### src/rtl/gpio_irq_pkg.sv
package gpio_irq_pkg;

  // Mode encoding is {trig_level, trig_inv}.
  typedef enum logic [1:0] {
    TRIG_RISE = 2'b00,
    TRIG_FALL = 2'b01,
    TRIG_LOW  = 2'b10,
    TRIG_HIGH = 2'b11
  } trig_mode_e;

  // Number of pins that fall into bank b.
  function automatic int bank_pins(input int n_pins, input int bank_w, input int b);
    int left;
    left = n_pins - b * bank_w;
    return (left < bank_w) ? left : bank_w;
  endfunction

endpackage

### src/rtl/gpio_irq_trig.sv
module gpio_irq_trig
  import gpio_irq_pkg::*;
(
  input  logic cur,
  input  logic prv,
  input  logic sense,
  input  logic lvl,
  input  logic inv,
  output logic hit
);

  trig_mode_e mode;
  logic       raw;

  always_comb begin
    mode = trig_mode_e'({lvl, inv});
    unique case (mode)
      TRIG_RISE: raw = cur & ~prv;
      TRIG_FALL: raw = ~cur & prv;
      TRIG_LOW:  raw = ~cur;
      TRIG_HIGH: raw = cur;
      default:   raw = 1'b0;
    endcase
    hit = raw & sense;
  end

endmodule

### src/rtl/gpio_irq_bank.sv
module gpio_irq_bank #(
  parameter int NP = 32
) (
  input  logic          clk,
  input  logic          rst,
  input  logic [NP-1:0] cur,
  input  logic [NP-1:0] prv,
  input  logic [NP-1:0] sense,
  input  logic [NP-1:0] lvl,
  input  logic [NP-1:0] inv,
  input  logic          clr_we,
  input  logic          en_we,
  input  logic [NP-1:0] wdata,
  output logic [NP-1:0] stat_q,
  output logic [NP-1:0] en_q,
  output logic          hit_d
);

  logic [NP-1:0] ev;
  logic [NP-1:0] clr_mask;
  logic [NP-1:0] stat_d;
  logic [NP-1:0] en_d;

  for (genvar i = 0; i < NP; i++) begin : g_pin
    gpio_irq_trig u_trig (
      .cur   (cur[i]),
      .prv   (prv[i]),
      .sense (sense[i]),
      .lvl   (lvl[i]),
      .inv   (inv[i]),
      .hit   (ev[i])
    );
  end

  always_comb begin
    clr_mask = clr_we ? wdata : '0;
    // a fresh event outranks the clear of the same bit
    stat_d   = (stat_q & ~clr_mask) | ev;
    en_d     = en_we ? wdata : en_q;
    hit_d    = |(stat_d & en_d);
  end

  always_ff @(posedge clk) begin
    if (rst) begin
      stat_q <= '0;
      en_q   <= '0;
    end else begin
      stat_q <= stat_d;
      en_q   <= en_d;
    end
  end

endmodule

### src/rtl/gpio_irq_detector.sv
module gpio_irq_detector
  import gpio_irq_pkg::*;
#(
  parameter int NUM_PINS = 72,
  parameter int BANK_W   = 32,
  localparam int NUM_BANKS = (NUM_PINS + BANK_W - 1) / BANK_W,
  localparam int BSEL_W    = $clog2(NUM_BANKS) + 1
) (
  input  logic                clk,
  input  logic                rst,
  input  logic [NUM_PINS-1:0] pin_in,
  input  logic [NUM_PINS-1:0] sense_en,
  input  logic [NUM_PINS-1:0] trig_level,
  input  logic [NUM_PINS-1:0] trig_inv,
  input  logic                stat_wr,
  input  logic                en_wr,
  input  logic [BSEL_W-1:0]   wr_bank,
  input  logic [BANK_W-1:0]   wr_data,
  output logic [NUM_PINS-1:0] stat_o,
  output logic [NUM_PINS-1:0] en_o,
  output logic                irq_o
);

  logic [NUM_PINS-1:0]  prev_q;
  logic [NUM_BANKS-1:0] bank_hit;
  logic                 irq_q;

  // previous sample keeps tracking in reset and with sensing off
  always_ff @(posedge clk) begin
    prev_q <= pin_in;
  end

  for (genvar b = 0; b < NUM_BANKS; b++) begin : g_bank
    localparam int LO = b * BANK_W;
    localparam int NP = bank_pins(NUM_PINS, BANK_W, b);

    logic sel;
    assign sel = (wr_bank == BSEL_W'(b));

    gpio_irq_bank #(.NP(NP)) u_bank (
      .clk    (clk),
      .rst    (rst),
      .cur    (pin_in[LO +: NP]),
      .prv    (prev_q[LO +: NP]),
      .sense  (sense_en[LO +: NP]),
      .lvl    (trig_level[LO +: NP]),
      .inv    (trig_inv[LO +: NP]),
      .clr_we (stat_wr & sel),
      .en_we  (en_wr & sel),
      .wdata  (wr_data[NP-1:0]),
      .stat_q (stat_o[LO +: NP]),
      .en_q   (en_o[LO +: NP]),
      .hit_d  (bank_hit[b])
    );
  end

  always_ff @(posedge clk) begin
    if (rst) irq_q <= 1'b0;
    else     irq_q <= |bank_hit;
  end

  assign irq_o = irq_q;

endmodule

### config.mk
export PLATFORM = sky130hd
export DESIGN_NAME = gpio_irq_detector
export DESIGN_NICKNAME = d
export VERILOG_FILES = /design/src/rtl/gpio_irq_pkg.sv /design/src/rtl/gpio_irq_trig.sv /design/src/rtl/gpio_irq_bank.sv /design/src/rtl/gpio_irq_detector.sv
export SDC_FILE = /design/constraint.sdc
export NUM_CORES = 1
export LEC_CHECK = 0
export CAP_MARGIN = 5
export CORE_AREA = 2 2 182 184
export CTS_BUF_LIST = sky130_fd_sc_hd__clkbuf_16
export DETAILED_ROUTE_END_ITERATION = 6
export DIE_AREA = 0 0 184 186
export DONT_BUFFER_PORTS = 1
export SYNTH_ARGS = -nofsm -noshare
export SYNTH_HDL_FRONTEND = slang
export SYNTH_SLANG_ARGS = --single-unit
### constraint.sdc
create_clock -name clk -period 2.9 [get_ports clk]
set_input_delay 0.58 -clock clk [delete_from_list [all_inputs] [get_ports clk]]
set_output_delay 0.58 -clock clk [all_outputs]
set_load 0.01 [all_outputs]
==> results of run 1 <==
==> synth_stat cells (all sizes together) <==
| library cell | instances |
|---|---|
| or3b | 3 |
| nor4 | 9 |
| nand2 | 158 |
| nor3b | 6 |
| inv | 70 |
| and4 | 1 |
| and3 | 1 |
| a21oi | 32 |
| xor2 | 1 |
| a41oi | 1 |
| nor4bb | 2 |
| o22ai | 36 |
| mux2i | 72 |
| a211oi | 1 |
| nor3 | 16 |
| buf | 18 |
| nand3 | 55 |
| or3 | 52 |
| nand2b | 1 |
| nor2 | 146 |
| and3b | 52 |
| a221o | 1 |
| o21ai | 15 |
| a22oi | 1 |
| a211o | 55 |
| clkbuf | 14 |
| nor2b | 2 |
| nor4b | 1 |
| a32oi | 71 |
| dfxtp | 217 |
==> metal layers <==
layer / global-route usage, % / wire length (um)
met1: 19.9 / 12900
met3: 7.87 / 4060
met4: 5.70 / 847
met5: 0 / 0
met2: 36.1 / 18100
==> stage by stage <==
stage / hold WS [ns] / cell area (um2)
after detailed placement: 0.586 / 10200
final: 0.0700 / 11000
after floorplan: 0.538 / 9590
after global routing: 0.0342 / 11000
after global placement: 0.579 / 10200
after CTS: 0.0388 / 11000
==> logic make-up (layout without fill, tap and decap cells) <==
| family | after synthesis | after routing | synth area share, % |
|---|---|---|---|
| AND/OR/NAND/NOR | 505 | 505 | 25.9 |
| flip-flops | 217 | 217 | 45.3 |
| buffers and inverters | 102 | 134 | 4.51 |
| multiplexers | 72 | 72 | 7.51 |
| AO/OA/AOI/OAI | 213 | 213 | 16.7 |
| other | 0 | 1 | 0 |
| XOR/XNOR | 1 | 1 | 0.0913 |
==> worst max-delay path by stage <==
stage | endpoint | slack (ns) | cells after the start | from
4_1_cts | irq_o | 0.52 | 8 | wr_bank[0]
3_5_place_dp | irq_o | -0.05 | 8 | wr_bank[0]
2_1_floorplan | irq_o | 0.66 | 9 | wr_bank[2]
5_1_grt | irq_o | 0.40 | 8 | wr_bank[0]
6_report | irq_o | 0.55 | 8 | wr_bank[0]
3_3_place_gp | irq_o | -0.02 | 8 | wr_bank[0]
==> final cells by class <==
class / count / share of cell area (%)
Clock inverter: 21 / 1.39
Sequential cell: 217 / 39.4
Multi-Input combinational cell: 791 / 44.1
Inverter: 70 / 2.39
Tap cell: 408 / 4.63
Timing Repair Buffer: 16 / 1.89
Clock buffer: 27 / 6.13
Antenna cell: 1 / 0.0227
==> state kept, by name, indices dropped and copies added (netlist names) <==
signal                count
irq_o                     1
g_bank.u_bank.en_q       72
g_bank.u_bank.stat_q     72
prev_q                   72
==> power by group <==
| part | total, mW | switching (mW) | leakage (nW) | internal (mW) |
|---|---|---|---|---|
| logic | 0.571 | 0.284 | 2.24 | 0.287 |
| clock network | 3.19 | 1.33 | 0.433 | 1.86 |
| registers | 3.31 | 0.168 | 1.79 | 3.14 |
==> metrics, run 1 <==
hold buffers post-CTS 0; Hold Path End prev_q[45]; min Tclk post-route 2.35 ns; CP max FO 15; slowest CP cell nor4_1; synth top area cells dfxtp_1 45%, mux2i_1 7.5%, a32oi_1 6.5%; synthesis-to-layout area growth 14.9%; CTS Buf Count 26; Max-slew headroom 61.1%; Max stage delay on crit path 0.49 ns; Avg Inst Size Synth 8.64 um2; Synthesized Nets 1437; Pwr Density 642 mW/mm2; critical path class input pin to flip-flop; CP required 3.30 ns; hold path startpoint pin_in[45]; cell family with most CP delay simple AND/OR/NAND/NOR gates; final std cells w/o fill 1551; R2R Setup Slk 0.62 ns; crit share post-route 81.0%; Layout Nets 1449; Max clock buf depth 3; Final Core Density 34.2%; RSZ-0062 raised after global routing false; final setup violation count 0; Hold Crit Class input pin to flip-flop; Cells after Synth 1110; Inst Count DP 1502; DRC Markers 0; initial core utilization 29.8%; r2r startpoint prev_q[43]; average vias per placed instance 5.52; hpwl dp 28.4 mm; Peak VDD IR 0.000415 V; Final Slew Violations 0; top-area cell type share of the netlist area 45.3%; via count 8562; Seq. cell area 0.00434 mm2; #FFs+latches synth 217; row count 66; Worst setup EP type flip-flop; I/O Pins 472; Filler cells 3313; Iter 0 DRT Violations 395; Power Total 7.07 mW; register area share after synthesis 45.3%; pre-CTS setup slack -0.0538 ns; Buf/Inv on CP 1; fraction of layout cells with a size suffix above 1 5.52%; clock skew 0.00901 ns; most frequent cells in the layout 217 x dfxtp_1, 158 x nand2_1, 146 x nor2_1; WHS Path Cells 0; H-tree levels 1; clock-pin slew on the worst setup and hold paths 0.06 ns; iteration count of the initial detailed-routing pass 6; clock latency on the worst-skew pair 0.53 ns; commonest non-fill, non-tap cell in the layout dfxtp_1; f_max 0.426 GHz; area leader, netlist dfxtp_1; Detailed Route WL 35.8 mm; post-synth cell types 34; CTS root buf clkbuf_16; GR Overflow Total 0; Final WS setup 0.550 ns; worst path cell trace nor4b_4 -> buf_4 -> nand2_1 -> a32oi_1 -> o22ai_1 -> nor4_1 -> and4_1 -> a41oi_1; post-cts resize count 0; multi-input logic area 0.00486 mm2; Detail Route Antenna Nets 0; R2R cell count 7; global-route wire length before repair 50.0 mm; buffer count from post-CTS setup fixing 0; vias in the first global route 8476; initial antenna violation count 1; leakage power 4.47 nW; YS warnings 0; Port Buffer Count 0; largest net degree at the start of global routing 146; GRT Resource Usage Total 19.4%; Die Wd 184 um; wire per inst 23.1 um; RR Endpoint irq_o; CTS tree done; Core Box Area 0.0322 mm2; Slew @ Worst Pin 0.579 ns; DIE AREA 0.0342 mm2; setup tns final 0 ns; critical path arrival 2.75 ns; Die Span Y 186 um; Final Hold Fails 0; global placer's final weighted congestion 0.842; CP startpoint kind input pin; Max Cap Viol 0; outcome finished, final reports clean; synthesized area 0.00959 mm2; Clock Sinks 217
(Power assumes the default switching activity.)
==> run 2: changes to the inputs <==
--- a/config.mk
+++ b/config.mk
@@ -6,10 +6,10 @@
 export NUM_CORES = 1
 export LEC_CHECK = 0
 export CAP_MARGIN = 5
-export CORE_AREA = 2 2 182 184
+export CORE_AREA = 2 2 183 185
 export CTS_BUF_LIST = sky130_fd_sc_hd__clkbuf_16
 export DETAILED_ROUTE_END_ITERATION = 6
-export DIE_AREA = 0 0 184 186
+export DIE_AREA = 0 0 185 187
 export DONT_BUFFER_PORTS = 1
 export SYNTH_ARGS = -nofsm -noshare
 export SYNTH_HDL_FRONTEND = slang
==> constraint.sdc (replaced) <==
create_clock -name clk -period 1.9 [get_ports clk]
set_input_delay 0.38 -clock clk [delete_from_list [all_inputs] [get_ports clk]]
set_output_delay 0.38 -clock clk [all_outputs]
set_load 0.01 [all_outputs]
==> run 2 against run 1 <==
  * The run now ends with setup timing left
  * Core utilization up 10 points
  * Combinational power rose to 3.0 times the previous value
  * Worst hold slack worse by 0.036 ns
  * Sequential cell count unchanged
  * Sequential share of layout area down 9.8 points
  * Register-to-register slack worse by 0.72 ns
  * Non-clock buffer count up 327
  * Critical path type is now flip-flop to flip-flop
  * First-iteration DRC count up 8.4%
==> metrics, run 2 (synthesis gave the netlist of run 1 again) <==
CP startpoint kind flip-flop; sw frac 24.7% (-0.51 points); clock skew 0.0115 ns (+0.00253 ns); Detailed Route WL 40.8 mm (+14%); global-route wire length before repair 59.3 mm (+19%); H-tree levels 1 (unchanged); initial antenna violation count 3 (+2); min Tclk post-route 2.00 ns; violated checks setup timing; Max Cap Viol 0 (unchanged); DRC Markers 0 (unchanged); Hold Slack 0.0337 ns (-0.0362 ns); CTS Buf Count 26 (unchanged); Max clock buf depth 3 (unchanged); Pwr Density 817 mW/mm2 (+27%); initial core utilization 29.2% (-0.59 points); CTS root buf clkbuf_16; fraction of layout cells with a size suffix above 1 20.7% (+15 points); Slew @ Worst Pin 0.461 ns (-0.117 ns); synthesis-to-layout area growth 53.1%; clock-pin slew on the worst setup and hold paths 0.06 ns (about the same); GRT Resource Usage Total 22.3% (+2.9 points); CP max FO 2 (-13); Max-slew headroom 68.4% (+7.3 points); clock network power share 44.0% (-1.1 points); via count 9960 (+16%); Final WS setup -0.0975 ns (-0.648 ns); global placer's final weighted congestion 0.856 (+1.7%); critical path arrival 2.41 ns (-0.34 ns); hpwl dp 29.1 mm (+2.6%); iteration count of the initial detailed-routing pass 7 (+1); commonest non-fill, non-tap cell in the layout dfxtp_1; Flop pwr share 41.7% (-5.1 points); Hold Crit Class input pin to flip-flop; wire per inst 21.3 um (-8.0%); Worst setup EP type flip-flop; Detail Route Antenna Nets 0 (unchanged); leakage power 6.28 nW (+41%); combinational cell fraction of total power 14.2% (+6.1 points); critical path class flip-flop to flip-flop; Peak VDD IR 0.000655 V (+58%); clock latency on the worst-skew pair 0.54 ns (about the same); Port Buffer Count 0 (unchanged); Layout Nets 1776 (+23%); Filler cells 3134 (-5.4%); Die Span Y 187 um (+0.54%); row count 67 (+1.5%); Die Wd 185 um (+0.54%); Int Power 9.03 mW (+71%); Final Slew Violations 0 (unchanged); most frequent cells in the layout 212 x dfxtp_1, 164 x buf_4, 163 x dlygate4sd3_1; largest net degree at the start of global routing 94 (-36%); final setup violation count 1 (+1); crit share post-route 105%; CP required 2.31 ns (-0.99 ns); outcome finished, violations left; biggest registers after layout g_bank.u_bank.en_q: 72 flops, g_bank.u_bank.stat_q: 72 flops, prev_q: 72 flops; Clock Sinks 217 (unchanged); Final Hold Fails 0 (unchanged); sw power 2.96 mW (+66%); R2R cell count 8 (+1); f_max 0.501 GHz; pre-CTS setup slack -0.889 ns (-0.835 ns); RSZ-0062 raised after global routing true; Iter 0 DRT Violations 428 (+8.4%); CTS tree done; average vias per placed instance 5.20 (-5.9%); DIE AREA 0.0346 mm2 (+1.1%); I/O Pins 472 (unchanged); Core Box Area 0.0329 mm2 (+2.0%); GR Overflow Total 0 (unchanged); vias in the first global route 10600 (+25%); WHS Path Cells 2 (+2)
==> run 2: metrics by stage <==
stage               power [mW]  std cells  utilization [%]  TNS (ns)  cell area [um2]
floorplan                 5.77       1110                -   -0.0355             9640
global placement          6.29       1694             34.9    -0.933            11500
detailed placement        6.31       1694             34.9    -0.889            11500
CTS                       12.0       1916             44.0    -0.109            14500
global route              12.5       1916             44.7    -0.199            14700
finish                    12.0       1917             44.7   -0.0975            14700
==> run 2: path summary, 6_finish.rpt <==
path / slack [ns] / startpoint / end
max reg2reg: -0.1 / prev_q[47] / irq_o
max: -0.1 / prev_q[47] / irq_o
min: 0.03 / wr_data[17] / g_bank[1].u_bank.en_q[17]
min reg2reg: 0.54 / g_bank[0].u_bank.stat_q[23] / g_bank[0].u_bank.stat_q[23]
==> run 2: power groups by stage <==
stage,logic [mW],registers (mW),clock network (mW)
6_report,1.71,5.00,5.28
5_1_grt,1.85,5.03,5.58
4_1_cts,1.63,5.00,5.38
3_5_place_dp,1.23,5.09,0
3_3_place_gp,1.21,5.08,0
2_1_floorplan,0.705,5.07,0
==> run 2: final cells by class <==
| class | count | area (um2) | share of cell area [%] |
|---|---|---|---|
| inverters | 70 | 263 | 1.79 |
| repair buffers | 343 | 3190 | 21.7 |
| flip-flops and latches | 217 | 4350 | 29.6 |
| diodes | 1 | 2.50 | 0.0170 |
| well taps | 448 | 561 | 3.82 |
| clock inverters | 20 | 219 | 1.49 |
| multi-input cells | 791 | 5420 | 36.9 |
| clock buffers | 27 | 676 | 4.60 |
==> run 2: worst max-delay path, stage by stage, from the launching register on <==
cell	delay [ns]
dfxtp_2	0.31
and3b_1	0.16
a211o_1	0.25
a32oi_2	0.31
o22ai_2	0.12
nor4_2	0.25
buf_4	0.16
and4_4	0.22
a41oi_2	0.08
==> run 2: routing by layer <==
metal / vias up / track usage [%] / share of wire (%)
met2: 439 / 39.9 / 49
li1: 4697 / - / -
met3: 111 / 7.42 / 9.5
met1: 4711 / 23.8 / 37
met4: 2 / 9.13 / 4.4
met5: - / 0 / 0.032
==> run 2: repair_timing <==
item	in CTS	in global routing
endpoints found under the hold margin	217	4
hold buffers	168	1
setup buffers	7	3
pin swaps	40	33
endpoints found under the setup margin	1	11
gates resized for setup	51	35
==> run 3: changes to the inputs <==
--- a/config.mk
+++ b/config.mk
@@ -6,11 +6,14 @@
 export NUM_CORES = 1
 export LEC_CHECK = 0
 export CAP_MARGIN = 5
+export CELL_PAD_IN_SITES_DETAIL_PLACEMENT = 0
+export CELL_PAD_IN_SITES_GLOBAL_PLACEMENT = 1
 export CORE_AREA = 2 2 183 185
 export CTS_BUF_LIST = sky130_fd_sc_hd__clkbuf_16
 export DETAILED_ROUTE_END_ITERATION = 6
 export DIE_AREA = 0 0 185 187
 export DONT_BUFFER_PORTS = 1
+export PLACE_DENSITY_LB_ADDON = 0.1
 export SYNTH_ARGS = -nofsm -noshare
 export SYNTH_HDL_FRONTEND = slang
 export SYNTH_SLANG_ARGS = --single-unit
==> run 3 against run 2 <==
  * The run still ends with setup timing left
  * Non-clock buffer count is 13 lower
  * Setup slack worse by 0.033 ns
  * Clock power down 7.2%
  * Routed wire length down 1.7%
  * Die area unchanged
  * Worst hold slack got worse by 0.012 ns
  * Final area is 2.9% lower
  * Sequential share of layout area rose by 0.85 points
  * Cell count decreased by 0.63%
  * Sequential cell count unchanged
  * Critical path depth stayed put
  * Critical path type unchanged
==> metrics, run 3 (synthesis gave the netlist of run 1 again) <==
Final Core Density 43.4% (-1.3 points); CTS tree done; Detailed Route WL 40.1 mm (-1.7%); Detail Route Antenna Nets 0 (unchanged); vias in the first global route 10000 (-5.0%); cell area after layout 0.0143 mm2 (-2.9%); via count 9638 (-3.2%); Inst Count DP 1691 (-0.18%); Final Slew Violations 0 (unchanged); clock latency on the worst-skew pair 0.54 ns (about the same); global-route wire length before repair 59.5 mm (+0.41%); Slew @ Worst Pin 0.405 ns (-0.0561 ns); Pwr Density 806 mW/mm2 (-1.3%); Filler cells 3341 (+6.6%); initial antenna violation count 1 (-2); I/O Pins 472 (unchanged); pre-CTS setup slack -0.848 ns (+0.0408 ns); clock skew 0.00997 ns (-0.00157 ns); clock-pin slew on the worst setup and hold paths 0.06 ns (about the same); critical path arrival 2.44 ns (+0.03 ns); Port Buffer Count 0 (unchanged); CTS Buf Count 28 (+7.7%); initial core utilization 29.2% (unchanged); final std cells w/o fill 1905 (-0.63%); f_max 0.493 GHz (-1.6%); Max Cap Viol 0 (unchanged); Layout Nets 1765 (-0.62%); Die Span Y 187 um (unchanged); largest net degree at the start of global routing 90 (-4.3%); Iter 0 DRT Violations 342 (-20%); commonest non-fill, non-tap cell in the layout dfxtp_1; H-tree levels 1 (unchanged); CP max FO 2 (unchanged); min Tclk post-route 2.03 ns (+0.0329 ns); Worst setup EP type flip-flop; GRT Resource Usage Total 22.7% (+0.40 points); Clock Sinks 217 (unchanged); met2 Track Usage GR 40.5% (+0.62 points); biggest registers after layout g_bank.u_bank.en_q: 72 flops, g_bank.u_bank.stat_q: 72 flops, prev_q: 72 flops; crit share post-route 107% (+1.7 points); Hold Slack 0.0220 ns (-0.0117 ns); Hold Crit Class input pin to flip-flop; global placer's final weighted congestion 0.792 (-7.5%); Max clock buf depth 3 (unchanged); critical path class flip-flop to flip-flop; Antenna Cells 0 (-1); Max-slew headroom 72.7% (+4.4 points); Peak VDD IR 0.000583 V (-11%); CP required 2.31 ns (about the same); RSZ-0062 raised after global routing true; DIE AREA 0.0346 mm2 (unchanged); Final Hold Fails 0 (unchanged); met3 Track Usage GR 8.00% (+0.58 points); violated checks setup timing; synthesis-to-layout area growth 48.6%; row count 67 (unchanged); fraction of layout cells with a size suffix above 1 17.9% (-2.8 points); Final WS setup -0.130 ns (-0.0329 ns); final setup violation count 1 (unchanged); DRC Markers 0 (unchanged); outcome finished, violations left; leakage power 6.17 nW (-1.7%); Die Wd 185 um (unchanged); Core Box Area 0.0329 mm2 (unchanged); CTS root buf clkbuf_16; average vias per placed instance 5.06 (-2.6%); wire per inst 21.0 um (-1.1%); met1 Use GR 24.4% (+0.60 points); CP startpoint kind flip-flop; Top Usage Layer GRT met2; most frequent cells in the layout 216 x dfxtp_1, 160 x dlygate4sd3_1, 158 x nand2_1, 158 x buf_4, 146 x nor2_1; iteration count of the initial detailed-routing pass 5 (-2); DP Area 0.0114 mm2 (-0.52%); hpwl dp 30.0 mm (+2.8%); GR Overflow Total 0 (unchanged)
[run 3: path summary, 6_finish.rpt]
kind,startpoint,to,slack (ns),cells after the start
worst max-delay path,prev_q[47],irq_o,-0.13,8
worst min-delay path,wr_data[13],g_bank[1].u_bank.en_q[13],0.02,2
worst max register to register,prev_q[47],irq_o,-0.13,8
worst min register to register,g_bank[2].u_bank.stat_q[2],g_bank[2].u_bank.stat_q[2],0.53,2
[run 3: report_power, final]
part,switching [mW],internal [mW]
clock network,2.05,2.84
registers,0.217,4.80
logic,0.642,0.944
total,2.91,8.58
[run 3: timing repair]
action | 4_1_cts | 5_1_grt
hold endpoints to repair | 217 | 0
cloned | 0 | 0
pin swaps | 25 | 3
hold buffers | 162 | 0
resized for setup | 45 | 8
buffers inserted | 3 | 0
endpoints found under the setup margin | 1 | 6
[run 3: layer usage]
| metal | routed length (um) | vias to the layer above |
|---|---|---|
| li1 | - | 4687 |
| met1 | 15200 | 4507 |
| met2 | 19400 | 363 |
| met3 | 3900 | 81 |
| met4 | 1600 | 0 |
| met5 | 0 | - |
[run 3: layout make-up]
type	instances	area, um2	share of cell area, %
clock inverter	20	104	0.728
inverter	70	263	1.84
multi-input combinational	791	5230	36.7
clock buffer	29	726	5.09
timing repair buffer	330	3030	21.2
tap	448	561	3.93
sequential	217	4350	30.5
[run 3: stage by stage]
step                TNS, ns  power [mW]
finish               -0.130        11.5
detailed placement   -0.848        6.29
floorplan           -0.0355        5.77
CTS                  -0.116        11.7
global placement     -0.846        6.30
global route         -0.219        12.0
[run 3: critical path, stage by stage (launching register included)]
cell,delay (ns)
dfxtp_1,0.31
and3b_1,0.17
a211o_1,0.23
a32oi_2,0.27
o22ai_2,0.11
nor4_2,0.34
buf_4,0.18
and4_4,0.22
a41oi_2,0.08
